--- config.mk ---
export PLATFORM = sky130hd
export DESIGN_NAME = bcd_rtc_regs
export DESIGN_NICKNAME = d
export VERILOG_FILES = /design/src/rtl/rtc_pkg.sv /design/src/rtl/rtc_tick_gate.sv /design/src/rtl/rtc_advance.sv /design/src/rtl/bcd_rtc_regs.sv
export SDC_FILE = /design/constraint.sdc
export NUM_CORES = 1
export LEC_CHECK = 0
export BUFFER_PORTS_ARGS = -buffer_cell sky130_fd_sc_hd__buf_2
export CAP_MARGIN = 20
export CORE_MARGIN = 4
export CORE_UTILIZATION = 40
export DETAILED_ROUTE_END_ITERATION = 12
export SLEW_MARGIN = 30
export SYNTH_ARGS = -nofsm -noshare
export SYNTH_HDL_FRONTEND = slang
export SYNTH_SLANG_ARGS = --single-unit
--- constraint.sdc ---
create_clock -name clk -period 8.4 [get_ports clk]
set_input_delay 1.26 -clock clk [delete_from_list [all_inputs] [get_ports clk]]
set_output_delay 1.26 -clock clk [all_outputs]
set_load 0.02 [all_outputs]
--- src/rtl/rtc_pkg.sv ---
package rtc_pkg;

    localparam int BYTE_W   = 8;
    localparam int CLK_REGS = 8;

    typedef logic [BYTE_W-1:0] byte_t;

    // every numeric field held as a full BCD byte; unused high bits stay 0
    typedef struct packed {
        logic  stop;
        logic  ceb;
        logic  cb;
        byte_t hund;
        byte_t sec;
        byte_t min;
        byte_t hour;
        byte_t dow;
        byte_t date;
        byte_t month;
        byte_t year;
    } rtc_time_t;

    localparam rtc_time_t RESET_TIME = '{
        stop: 1'b0, ceb: 1'b0, cb: 1'b0,
        hund: 8'h00, sec: 8'h00, min: 8'h00, hour: 8'h00,
        dow: 8'h01, date: 8'h01, month: 8'h01, year: 8'h00
    };

    // field at or past its limit (non-BCD values compare high)
    function automatic logic bcd_at_top(byte_t v, byte_t top);
        return v >= top;
    endfunction

    function automatic byte_t bcd_next(byte_t v, byte_t top, byte_t bottom);
        if (v >= top)
            return bottom;
        else if (v[3:0] >= 4'd9)
            return {v[7:4] + 4'd1, 4'h0};
        else
            return v + 8'd1;
    endfunction

    // last valid date of a month; year is BCD, leap when divisible by 4
    function automatic byte_t month_len(byte_t month, byte_t year);
        logic [1:0] mod4;
        mod4 = {year[4], 1'b0} + year[1:0];
        case (month)
            8'h02:                      return (mod4 == 2'd0) ? 8'h29 : 8'h28;
            8'h04, 8'h06, 8'h09, 8'h11: return 8'h30;
            default:                    return 8'h31;
        endcase
    endfunction

    function automatic rtc_time_t rtc_write(rtc_time_t t, logic [2:0] idx, byte_t b);
        rtc_time_t r;
        r = t;
        case (idx)
            3'd0: r.hund = b;
            3'd1: begin r.stop = b[7]; r.sec = {1'b0, b[6:0]}; end
            3'd2: r.min = {1'b0, b[6:0]};
            3'd3: begin r.ceb = b[7]; r.cb = b[6]; r.hour = {2'b0, b[5:0]}; end
            3'd4: r.dow = {5'b0, b[2:0]};
            3'd5: r.date = {2'b0, b[5:0]};
            3'd6: r.month = {3'b0, b[4:0]};
            default: r.year = b;
        endcase
        return r;
    endfunction

    function automatic byte_t rtc_read(rtc_time_t t, logic [2:0] idx);
        case (idx)
            3'd0: return t.hund;
            3'd1: return {t.stop, t.sec[6:0]};
            3'd2: return {1'b0, t.min[6:0]};
            3'd3: return {t.ceb, t.cb, t.hour[5:0]};
            3'd4: return {5'b0, t.dow[2:0]};
            3'd5: return {2'b0, t.date[5:0]};
            3'd6: return {3'b0, t.month[4:0]};
            default: return t.year;
        endcase
    endfunction

endpackage

--- src/rtl/rtc_tick_gate.sv ---
module rtc_tick_gate (
    input  logic clk,
    input  logic rst,
    input  logic tick,
    input  logic stop,
    input  logic busy,
    output logic step
);
    logic pending;

    assign step = !stop && !busy && (tick || pending);

    always_ff @(posedge clk) begin
        if (rst)
            pending <= 1'b0;
        else if (stop)
            pending <= 1'b0;
        else if (busy && tick)
            pending <= 1'b1;
        else if (step)
            pending <= 1'b0;
    end
endmodule

--- src/rtl/rtc_advance.sv ---
module rtc_advance
    import rtc_pkg::*;
(
    input  rtc_time_t cur,
    output rtc_time_t nxt
);
    logic  w_hund, w_sec, w_min, w_hour, w_date, w_month, w_year;
    byte_t last_day;

    always_comb begin
        last_day = month_len(cur.month, cur.year);
        w_hund   = bcd_at_top(cur.hund, 8'h99);
        w_sec    = w_hund  && bcd_at_top(cur.sec, 8'h59);
        w_min    = w_sec   && bcd_at_top(cur.min, 8'h59);
        w_hour   = w_min   && bcd_at_top(cur.hour, 8'h23);
        w_date   = w_hour  && bcd_at_top(cur.date, last_day);
        w_month  = w_date  && bcd_at_top(cur.month, 8'h12);
        w_year   = w_month && bcd_at_top(cur.year, 8'h99);

        nxt      = cur;
        nxt.hund = bcd_next(cur.hund, 8'h99, 8'h00);
        if (w_hund)  nxt.sec   = bcd_next(cur.sec, 8'h59, 8'h00);
        if (w_sec)   nxt.min   = bcd_next(cur.min, 8'h59, 8'h00);
        if (w_min)   nxt.hour  = bcd_next(cur.hour, 8'h23, 8'h00);
        if (w_hour) begin
            nxt.dow  = bcd_next(cur.dow, 8'h07, 8'h01);
            nxt.date = bcd_next(cur.date, last_day, 8'h01);
        end
        if (w_date)  nxt.month = bcd_next(cur.month, 8'h12, 8'h01);
        if (w_month) nxt.year  = bcd_next(cur.year, 8'h99, 8'h00);
        if (w_year && cur.ceb) nxt.cb = ~cur.cb;
    end
endmodule

--- src/rtl/bcd_rtc_regs.sv ---
module bcd_rtc_regs
    import rtc_pkg::*;
#(
    parameter int ADDR_W    = 4,
    parameter int CTRL_ADDR = 8,
    parameter int HALT_ADDR = 12,
    parameter int HALT_BIT  = 6
) (
    input  logic              clk,
    input  logic              rst,
    input  logic              tick,
    input  logic              pwr_restore,
    input  logic [ADDR_W-1:0] addr,
    input  logic              wr_en,
    input  logic [7:0]        wr_data,
    input  logic              rd_en,
    output logic [7:0]        rd_data
);
    localparam logic [ADDR_W-1:0] CLK_LIMIT = ADDR_W'(CLK_REGS);
    localparam logic [ADDR_W-1:0] CTRL_A    = ADDR_W'(CTRL_ADDR);
    localparam logic [ADDR_W-1:0] HALT_A    = ADDR_W'(HALT_ADDR);

    rtc_time_t live, snap, adv, vis;
    byte_t     ctrl;
    logic      halt;
    logic      clk_hit, busy, step;

    assign clk_hit = addr < CLK_LIMIT;
    assign busy    = clk_hit && (rd_en || wr_en);

    rtc_tick_gate u_gate (
        .clk  (clk),
        .rst  (rst),
        .tick (tick),
        .stop (live.stop),
        .busy (busy),
        .step (step)
    );

    rtc_advance u_adv (
        .cur (live),
        .nxt (adv)
    );

    always_ff @(posedge clk) begin
        if (rst) begin
            live <= RESET_TIME;
            snap <= RESET_TIME;
            halt <= 1'b0;
            ctrl <= '0;
        end else begin
            if (wr_en && clk_hit) begin
                live <= rtc_write(live, addr[2:0], wr_data);
                snap <= rtc_write(snap, addr[2:0], wr_data);
            end else if (step) begin
                live <= adv;
            end
            if (wr_en && addr == CTRL_A)
                ctrl <= wr_data;
            if (pwr_restore) begin
                halt <= 1'b1;
                snap <= live;
            end else if (wr_en && addr == HALT_A) begin
                halt <= wr_data[HALT_BIT];
                if (wr_data[HALT_BIT])
                    snap <= live;
            end
        end
    end

    always_comb begin
        vis     = halt ? snap : live;
        rd_data = '0;
        if (clk_hit)
            rd_data = rtc_read(vis, addr[2:0]);
        else if (addr == CTRL_A)
            rd_data = ctrl;
        else if (addr == HALT_A)
            rd_data[HALT_BIT] = halt;
    end
endmodule

==> summary.md, run 1 <==
| Metric | Value |
|---|---|
| Tmin final | 4580 ps |
| Antenna Nets Post-Route | 0 |
| Max_cap viols | 0 |
| Die ar. | approximately 0.023 mm^2 |
| List of most frequent post-synthesis cells | dfxtp_1, nand2_1, nor2_1 |
| Setup Crit Path Kind | input port to output port |
| Worst Setup End Kind | output port |
| Number of synthesized flops with an enable pin | 0 |
| Worst Setup Slack, final | about 3800 ps |
| Htree depth | 4 |
| Slew headroom | 42.5% |
| Port Buffers | 25 |
| Slew @ Worst Pin | 863 ps |
| WP data arrival | 3320 ps |
| DR DRC count | 0 |
| R2R cell count | 12 |
| Area after DPL | 0.00830 mm^2 |
| Cells along the critical path | buf_2 > mux2_2 > a221oi_1 > a211oi_1 > a2111oi_0 > o31ai_1 > buf_2 |
| First-pass DRT Iterations | 5 |
| CP delay by family, top | compound AO/OA/AOI/OAI gates |
| # Post-CTS Setup Buffers | 0 |
| Switching Share | 26.2% |
| Part of the power in registers | 42.3% |
| Synth async-reset ratio | 0% |
| Peak Freq | 0.218 GHz |
| Later-pin clock latency in the skew report | 420 ps |
| Final core utilization | 45.1% |
| VDD IR max | 0.0919 mV |
| Endpoints failing setup | 0 |
| Grt total ovfl | 0 |
| Leakage power | 3.37 nW |
| Internal | between 1 and 1.5 mW |
| Vias | 7743 |
| Ys Warns | 0 |
| WP buf/inv | 2 |
| R2R setup slack | 4740 ps |
| Drt via density | 6.11 |
| NumNets Final | 1054 |
| Hold_sp | ctrl[7] |
| Mapped Cells | just over 1000 |
| CP max stage delay | 600 ps |
| Placed instance count | 1236 |
| Combinational power share | between 10% and 20% |
| Core area | 0.0197 mm^2 |
| Syn_nets | about 1100 |
| Syn-to-layout area delta | 9.86% |
| Flops & latches, synth | 130 |
| Post-Syn Area | about 0.008 mm^2 |
| Worst R2R End | live[11] |
| Detailed Place HPWL | 18100 um |
| Placer congestion estimate | 0.952 |
| Pwr Total | 1.56 mW |
| Initial Util | between 40% and 50% |
| Largest net degree at the start of global routing | 87 |
| Maximum fanout along the worst path | 29 |
| Clk buf depth | 2 |
| First-pass GRT wire length | approximately 42000 um |
| I/O pin count | 26 |
| Die W | roughly 150 um |
| CTS tree | done |
| Non-Filler Instances | 1267 |
| Mean Syn Cell Area | approximately 8 um^2 |
| Die Height | 150 um |
| Routed WL | 26600 um |
| Worst hold path class | flip-flop to flip-flop |
| Post-route cell area | 0.00887 mm^2 |
| Synth top area share | 32.2% |
| R2R Path Start | live[12] |
| Top-count cell post-synth | dfxtp_1 |
| Most used DFF post-synth | dfxtp_1 |
| Most used cell, CP | buf_2 |
| Hold slack | between 400 and 500 ps |
| Clk sinks | 130 |
| Final Hold Fails | 0 |
| Status | finished clean |
| Worst-path clk slew | 60 ps |
| Vias in the first global route | 7307 |
| Share of layout cells above drive strength 1 | 9.09% |
| Cell taking the most area after synthesis | dfxtp_1 |
| Worst Hold Depth | 2 |
| Worst hold endpoint | ctrl[7] |
| Setup TNS Final | 0 ps |
| CP max stage cell | a2111oi_0 |
| Post-CTS Resized | 0 |
| Cts hold-fix bufs | 0 |
| Clock Power Share | 46.3% |
| Filler cells | ~2000 |
| Sequential element share of the synthesized area | 32.2% |
| Max Slew Vio Count | 0 |
| Synth cell types | 75 |
| Total GRT Usage | 24.0% |
| Psw | around 400 uW |
| Required time of the worst setup path | 7140 ps |
| RSZ-0062 raised after global routing | false |
| Routed wire per std cell | approximately 21 um |
| Dpl ws | 3830 ps |
| Row count | 51 |
| Power density over the cells | 176 mW/mm^2 |
| Synth top area cells | dfxtp_1, ha_1, mux2i_1 |
| DR iter-0 viols | 767 |
| Root Buffer | clkbuf_16 |
| Clk_skew | approximately 6.2 ps |
| CTS Buf Count | 17 |
| Antenna violations before repair | 2 |
| Period utilization | 54.6% |
| Startpoint Class | input port |
| Critical path depth in cells | 7 |
==> per-layer routing <==
metal | up-vias | wire (um) | share of wire [%] | track usage, %
met1 | 3693 | 12100 | 46 | 33.3
met5 | - | 0 | 0 | 0
met4 | 0 | 700 | 2.6 | 8.28
li1 | 3697 | - | - | -
met3 | 47 | 2020 | 7.6 | 5.24
met2 | 306 | 11700 | 44 | 37.0
==> layout by cell type, fill, tap and decap left out, drive strengths merged, types with 5 or more instances in the layout <==
cell type | netlist | final
nor3b | 6 | 6
and2 | 7 | 7
a41oi | 5 | 5
mux2 | 9 | 9
nor2b | 11 | 11
nand2 | 118 | 118
o211ai | 10 | 10
buf | 13 | 31
o41ai | 5 | 5
a311oi | 39 | 39
inv | 40 | 40
nand2b | 5 | 5
o21ai | 75 | 75
nor2 | 100 | 100
mux2i | 48 | 48
a22oi | 7 | 7
a221oi | 6 | 6
ha | 46 | 46
a21oi | 54 | 54
clkbuf | 59 | 24
nand3 | 45 | 45
a21boi | 7 | 7
o22ai | 12 | 12
a211oi | 42 | 42
a31oi | 11 | 11
and3 | 11 | 11
o31ai | 12 | 12
dfxtp | 130 | 130
nor3 | 12 | 12
==> final cells by class <==
cell class | instances | area [um^2] | share of cell area (%)
multi-input cells | 770 | 5050 | 56.9
flip-flops and latches | 130 | 2600 | 29.4
clock buffers | 24 | 482 | 5.43
well taps | 265 | 332 | 3.74
repair buffers | 31 | 173 | 1.95
inverters | 40 | 150 | 1.69
clock inverters | 6 | 80.1 | 0.903
diodes | 1 | 2.50 | 0.0282
==> cells by family (layout without fill, tap and decap cells) <==
| group | Yosys count | count (layout) | synth area share [%] |
|---|---|---|---|
| and+or+nand+nor | 338 | 338 | 19.2 |
| adders and majority gates | 46 | 46 | 7.13 |
| DFF | 130 | 130 | 32.2 |
| buffers and inverters | 112 | 101 | 5.53 |
| AOI/OAI and AO/OA | 324 | 324 | 27.5 |
| other | 0 | 1 | 0 |
| xor gates and xnor gates | 1 | 1 | 0.109 |
| muxes | 61 | 61 | 8.37 |
==> flip-flops by register name (all words and copies together), names as in the netlist <==
signal,cells
halt,1
u_gate.pending,1
live,67
snap,53
ctrl,8
==> worst max path at each step <==
stage	from	endpoint	slack (ps)
final	addr[1]	rd_data[2]	3820
after global routing	addr[1]	rd_data[2]	3610
after CTS	addr[1]	rd_data[2]	3830
after detailed placement	addr[1]	rd_data[2]	3830
after global placement	addr[1]	rd_data[2]	3820
after floorplan	addr[1]	rd_data[2]	4280
==> worst min-delay path: cells and delay by family, from the launching register on <==
kind	cells	cell delay, ps
AOI/OAI and AO/OA	1	50
DFF	1	310
and+or+nand+nor	1	50
==> power by group through the flow <==
stage	combinational, mW	sequential (mW)	clock [mW]
floorplan	0.127	0.662	0
global placement	0.172	0.672	0
detailed placement	0.173	0.672	0
CTS	0.174	0.659	0.728
global route	0.195	0.662	0.761
finish	0.177	0.660	0.722
No activity file was read; power rests on OpenSTA's default activity.
==> run 2, diff against run 1 <==
ABC_AREA = 1   (was not set)
clock period = 3.8 ns   (was 8.4 ns; I/O delays follow)
==> run 2 against run 1 <==
Total power grew 130%. Sequential power grew 120%. Critical path depth grew 2. Global-route usage shrank 1.1 points.
==> summary.md, run 2 <==
| Metric | Value |
|---|---|
| List of most frequent post-synthesis cells | nand2_1, o21ai_0, dfxtp_1 |
| I/O pin count | 26 |
| Clk sinks | 130 |
| Syn_nets | about 1300 |
| Detailed Place HPWL | 17900 um |
| Maximum fanout along the worst path | between 70 and 80 |
| Antenna violations before repair | 1 |
| NumNets Final | 1253 |
| Placer congestion estimate | 0.949 |
| VDD IR max | 0.276 mV |
| WP data arrival | 2460 ps |
| Die Height | 150 um |
| Cell taking the most area after synthesis | dfxtp_1 |
| R2R cell count | 16 |
| Routed WL | around 26000 um |
| Ys Warns | 0 |
| Port Buffers | 25 |
| Slew @ Worst Pin | 968 ps |
| Syn-to-layout area delta | 11.0% |
| Synth cell types | 45 |
| R2R Path Start | live[8] |
| Vias in the first global route | 7157 |
| Setup Crit Path Kind | flip-flop to output port |
| Power density over the cells | 398 mW/mm^2 |
| Crit path from | halt |
| Required time of the worst setup path | approximately 3200 ps |
| Period utilization | 79.7% |
| Worst hold path class | input port to flip-flop |
| Flops & latches, synth | 130 |
| Synth top area cells | dfxtp_1, o21ai_0, nand2_1 |
| Later-pin clock latency in the skew report | about 430 ps |
| Commonest cells after routing, fill and taps aside | nand2_1, o21ai_0, dfxtp_1 |
| Multi-input logic area | 0.00479 mm^2 |
| Cts hold-fix bufs | 0 |
| RSZ-0062 raised after global routing | false |
| Post-Synth Simple-Gate Area | a little under a quarter |
| Total GRT Usage | 23.0% |
| Antenna Nets Post-Route | 0 |
| XOR/XNOR share of the synthesized area | 1.94% |
| Drt via density | ~5.4 |
| First-pass GRT wire length | 40100 um |
| # Post-CTS Setup Buffers | 0 |
| Most used DFF post-synth | dfxtp_1 |
| Worst Hold Depth | 3 |
| Synth async-reset ratio | 0% |
| Post-synthesis mux area share | 2.96% |
| CTS Buf Count | 17 |
| Final Hold Fails | 0 |
| Commonest non-fill, non-tap cell in the layout | nand2_1 |
| Die ar. | 0.0226 mm^2 |
| Post-Syn Area | 0.00812 mm^2 |
| First-pass DRT Iterations | 7 |
| Status | finished clean |
| Row count | between 50 and 60 |
| Max_cap viols | 0 |
| Non-Filler Instances | 1467 |
| Mapped Cells | 1186 |
| Setup TNS Final | 0 ps |
| Top-count cell post-synth | nand2_1 |
| Post-route cell area | 0.00901 mm^2 |
| Mean Syn Cell Area | between 6 and 7 um^2 |
| Filler cells | a little over 2000 |
| Clk buf depth | 2 |
| Largest net degree at the start of global routing | about 100 |
| Tmin final | 3030 ps |
| Htree depth | 4 |
| Share of layout cells above drive strength 1 | 10.1% |
| Final core utilization | 45.7% |
| Endpoints failing setup | 0 |
| Core area | roughly 0.02 mm^2 |
| Startpoint Class | flip-flop |
| Main combinational cell family by area after synthesis | simple AND/OR/NAND/NOR gates |
| FF+latch area | 0.00260 mm^2 |
| Sequential element share of the synthesized area | 32.1% |
| CTS tree | done |
| Synth Area in Compound Gates | a little under a quarter |
| Placed instance count | between 1000 and 1500 |
| Hold_sp | rd_en |
| Max FFs per register | 67 |
| Worst Setup Slack, final | 773 ps |
| Vias | 7946 |
| Root Buffer | clkbuf_16 |
| Post-CTS Resized | 0 |
| Grt total ovfl | 0 |
| Adder-Cell Fraction of Synth Area | 7.09% |
| Worst Setup End Kind | output port |
| Clk_skew | 11.6 ps |
| Dpl ws | 964 ps |
| Peak Freq | 0.330 GHz |
| Max Slew Vio Count | 0 |
| Routed wire per std cell | around 17 um |
| Die W | 150 um |
| DR DRC count | 0 |
| Synth top area share | about a third |
| Slew headroom | 35.5% |
| Worst-path clk slew | ~60 ps |
| Initial Util | 41.2% |
| Ant. Diodes | 0 |
| Regs by FF count | live: 67 flops, snap: 53 flops, ctrl: 8 flops |
| Number of synthesized flops with an enable pin | 0 |
| Leakage power | 3.94 nW |
| Most flops, register | live |
| Area after DPL | 0.00839 mm^2 |
| DR iter-0 viols | 678 |
[run 2: worst paths after layout]
check	to	slack, ps
min reg2reg	live[23]	440
max reg2reg	live[6]	940
min	u_gate.pending	440
max	rd_data[1]	770
[run 2: layout make-up]
cell class / count / area share [%]
Clock buffer: 19 / 5.03
Clock inverter: 13 / 1.76
Inverter: 131 / 5.49
Multi-Input combinational cell: 877 / 53.2
Sequential cell: 130 / 28.9
Tap cell: 265 / 3.68
Timing Repair Buffer: 32 / 1.97
[run 2: report_power, final]
group	switching (mW)	total, mW	internal (mW)
registers	0.0456	1.46	1.42
clock network	0.655	1.72	1.07
logic	0.284	0.401	0.117
total	0.984	3.58	2.60
[run 2: logic make-up after synthesis]
| family | after synthesis |
|---|---|
| AND/OR/NAND/NOR | 441 |
| AO/OA/AOI/OAI | 348 |
| buffers and inverters | 179 |
| flip-flops | 130 |
| adder cells (fa/ha/maj) | 46 |
| multiplexers | 24 |
| XOR/XNOR | 18 |
[run 2: worst max-delay path, stage by stage, from the launching register on]
cell	delay (ps)
dfxtp_2	320
buf_4	560
o21ai_0	220
nand2_1	160
nand2_1	100
a21oi_1	120
nand4_1	170
nand3_1	130
o21ai_0	80
buf_2	160
[run 2: through the flow]
stage               power, mW  hold slack, ps
finish                   3.58             438
global route             3.72             455
CTS                      3.60             430
detailed placement       1.89             431
global placement         1.88             429
floorplan                1.76             417
[run 2: metal layers]
metal | track usage, % | wire, um | share of wire [%] | vias up
met3 | 4.73 | 1740 | 6.8 | 40
li1 | - | - | - | 3999
met1 | 31.8 | 11700 | 46 | 3664
met2 | 35.5 | 11400 | 45 | 241
met4 | 8.19 | 734 | 2.9 | 2
met5 | 0 | 13 | 0.051 | -
==> run 3, diff against run 2 <==
clock period = 2.8 ns   (was 3.8 ns; I/O delays follow)
==> run 3 against run 2 <==
First-iteration DRC count rose by 11%. Sequential power grew 36%. Clock skew is 1.4 ps lower. Setup slack worse by 610 ps. Core utilization grew 0.41 points. Critical path depth is the same. Flip-flop and latch count did not move. Die area unchanged. Register-to-register slack worse by 640 ps. Final cell count rose by 1.0%. Worst hold slack got worse by 150 ps. Total power increased by 29%. Largest power group unchanged.
==> summary.md, run 3 (synthesized netlist as in run 2, its figures left out) <==
| Metric | Value |
|---|---|
| Root Buffer | clkbuf_16 |
| Area after DPL | 0.00855 mm^2 |
| Most used cell, CP | nand3_1 |
| Core area | 0.0197 mm^2 |
| Total GRT Usage | 23.0% |
| Clk_skew | between 10 and 15 ps |
| Final Hold Fails | 0 |
| DR DRC count | 0 |
| Worst-path clk slew | 60 ps |
| Clock Power Share | 45.0% |
| First-pass GRT wire length | 40100 um |
| Max FFs per register | 67 |
| Commonest cells after routing, fill and taps aside | nand2_1, o21ai_0, dfxtp_1 |
| Drt via density | 5.39 |
| Power density over the cells | 510 mW/mm^2 |
| Maximum fanout along the worst path | 9 |
| Max_cap viols | 0 |
| Hold_sp | rd_en |
| Commonest non-fill, non-tap cell in the layout | nand2_1 |
| Worst R2R End | live[19] |
| Initial Util | between 40% and 50% |
| Vias in the first global route | 7241 |
| Slew @ Worst Pin | 545 ps |
| First-pass DRT Iterations | 5 |
| CTS Buf Count | 17 |
| I/O pin count | 26 |
| Slew headroom | 63.6% |
| Routed WL | 25900 um |
| Die Height | ~150 um |
| Combinational power share | 12.2% |
| RSZ-0062 raised after global routing | false |
| Detailed Place HPWL | 18200 um |
| Share of layout cells above drive strength 1 | 11.1% |
| CP Capture Point | rd_data[3] |
| Setup TNS Final | 0 ps |
| Startpoint Class | flip-flop |
| CP max stage delay | 330 ps |
| Internal | 3.35 mW |
| Peak Freq | 0.379 GHz |
| Antenna Nets Post-Route | 0 |
| Non-Filler Instances | approximately 1500 |
| Part of the power in registers | 42.8% |
| Psw | 1.29 mW |
| WP data arrival | 2220 ps |
| Vias | around 8000 |
| Cts hold-fix bufs | 0 |
| Row count | a little over 50 |
| Grt total ovfl | 0 |
| CP max stage cell | dfxtp_2 |
| Pwr Total | 4.64 mW |
| Ant. Diodes | 0 |
| Regs by FF count | live: 67 flops, snap: 53 flops, ctrl: 8 flops |
| Required time of the worst setup path | 2380 ps |
| Leakage power | about 4.0 nW |
| Placed instance count | 1452 |
| Placer congestion estimate | around 0.9 |
| VDD IR max | 0.320 mV |
| CP delay by family, top | buffers and inverters |
| Setup Crit Path Kind | flip-flop to output port |
| Status | finished clean |
| Critical path depth in cells | 9 |
| Worst hold path class | input port to flip-flop |
| Tmin final | 2640 ps |
| # Post-CTS Setup Buffers | 0 |
| Period utilization | 94.1% |
| Clk buf depth | 2 |
| Port Buffers | 25 |
| R2R setup slack | 300 ps |
| Syn-to-layout area delta | 12.0% |
| WP buf/inv | 3 |
| Endpoints failing setup | 0 |
| Clk sinks | 130 |
| Switching Share | 27.8% |
| Later-pin clock latency in the skew report | around 430 ps |
| Most flops, register | live |
| Cells along the critical path | inv_1 > buf_4 > nand2_1 > a21oi_1 > nor3_1 > nand3_1 > nand3_1 > o21ai_1 > buf_2 |
| Routed wire per std cell | 17.5 um |
| Largest net degree at the start of global routing | 72 |
| CTS tree | done |
| Antenna violations before repair | 0 |
| Post-CTS Resized | 0 |
| NumNets Final | 1270 |
| R2R Path Start | live[8] |
| Post-route cell area | 0.00909 mm^2 |
| Worst Setup End Kind | output port |
| Max Slew Vio Count | 0 |
| Die W | 150 um |
| R2R cell count | 17 |
| DR iter-0 viols | 750 |
| Die ar. | 0.0226 mm^2 |
| Crit path from | halt |
| Htree depth | 4 |
==> run 3: area by class of cell <==
class	instances	area, um^2
fill	2048	10600
clock buffer	24	472
sequential	130	2610
inverter	131	494
tap	265	332
clock inverter	6	57.6
multi-input combinational	877	4800
timing repair buffer	49	330
==> run 3: worst register-to-register path, stage by stage, from the launching register on <==
cell	delay, ps
dfxtp_1	320
inv_1	80
ha_1	210
o21ai_0	140
o21ai_0	100
a32oi_1	210
nand2_1	70
inv_1	60
ha_1	210
and3_1	190
nand2_1	60
nand3_1	70
buf_4	170
nor2_2	190
inv_2	70
o21ai_0	160
nor2_1	60
nor2_1	70
==> run 3: per-layer routing <==
layer	part of all wire, %	GRT usage (%)
met4	2.8	7.91
met2	45	36.5
met5	0	0
met1	46	31.8
met3	6.4	3.58
==> run 3: worst min-delay path by stage <==
stage	end	cells after the start
after floorplan	live[23]	2
after CTS	u_gate.pending	3
after detailed placement	live[38]	2
after global placement	live[23]	2
final	u_gate.pending	3
after global routing	u_gate.pending	2
==> run 3: power by group through the flow <==
stage               clock [mW]  sequential [mW]  combinational, mW
CTS                       2.10             1.98              0.560
finish                    2.09             1.98              0.567
global route              2.19             1.99              0.630
floorplan                    0             2.00              0.380
detailed placement           0             2.02              0.557
global placement             0             2.02              0.555
==> run 3: per-stage QoR <==
| stage | hold WS [ps] | setup slack (ps) | util [%] |
|---|---|---|---|
| floorplan | 417 | 424 | - |
| global placement | 426 | 331 | 43.3 |
| detailed placement | 432 | 249 | 43.3 |
| CTS | 279 | 168 | 46.0 |
| global route | 325 | 1.04 | 46.1 |
| finish | 290 | 165 | 46.1 |
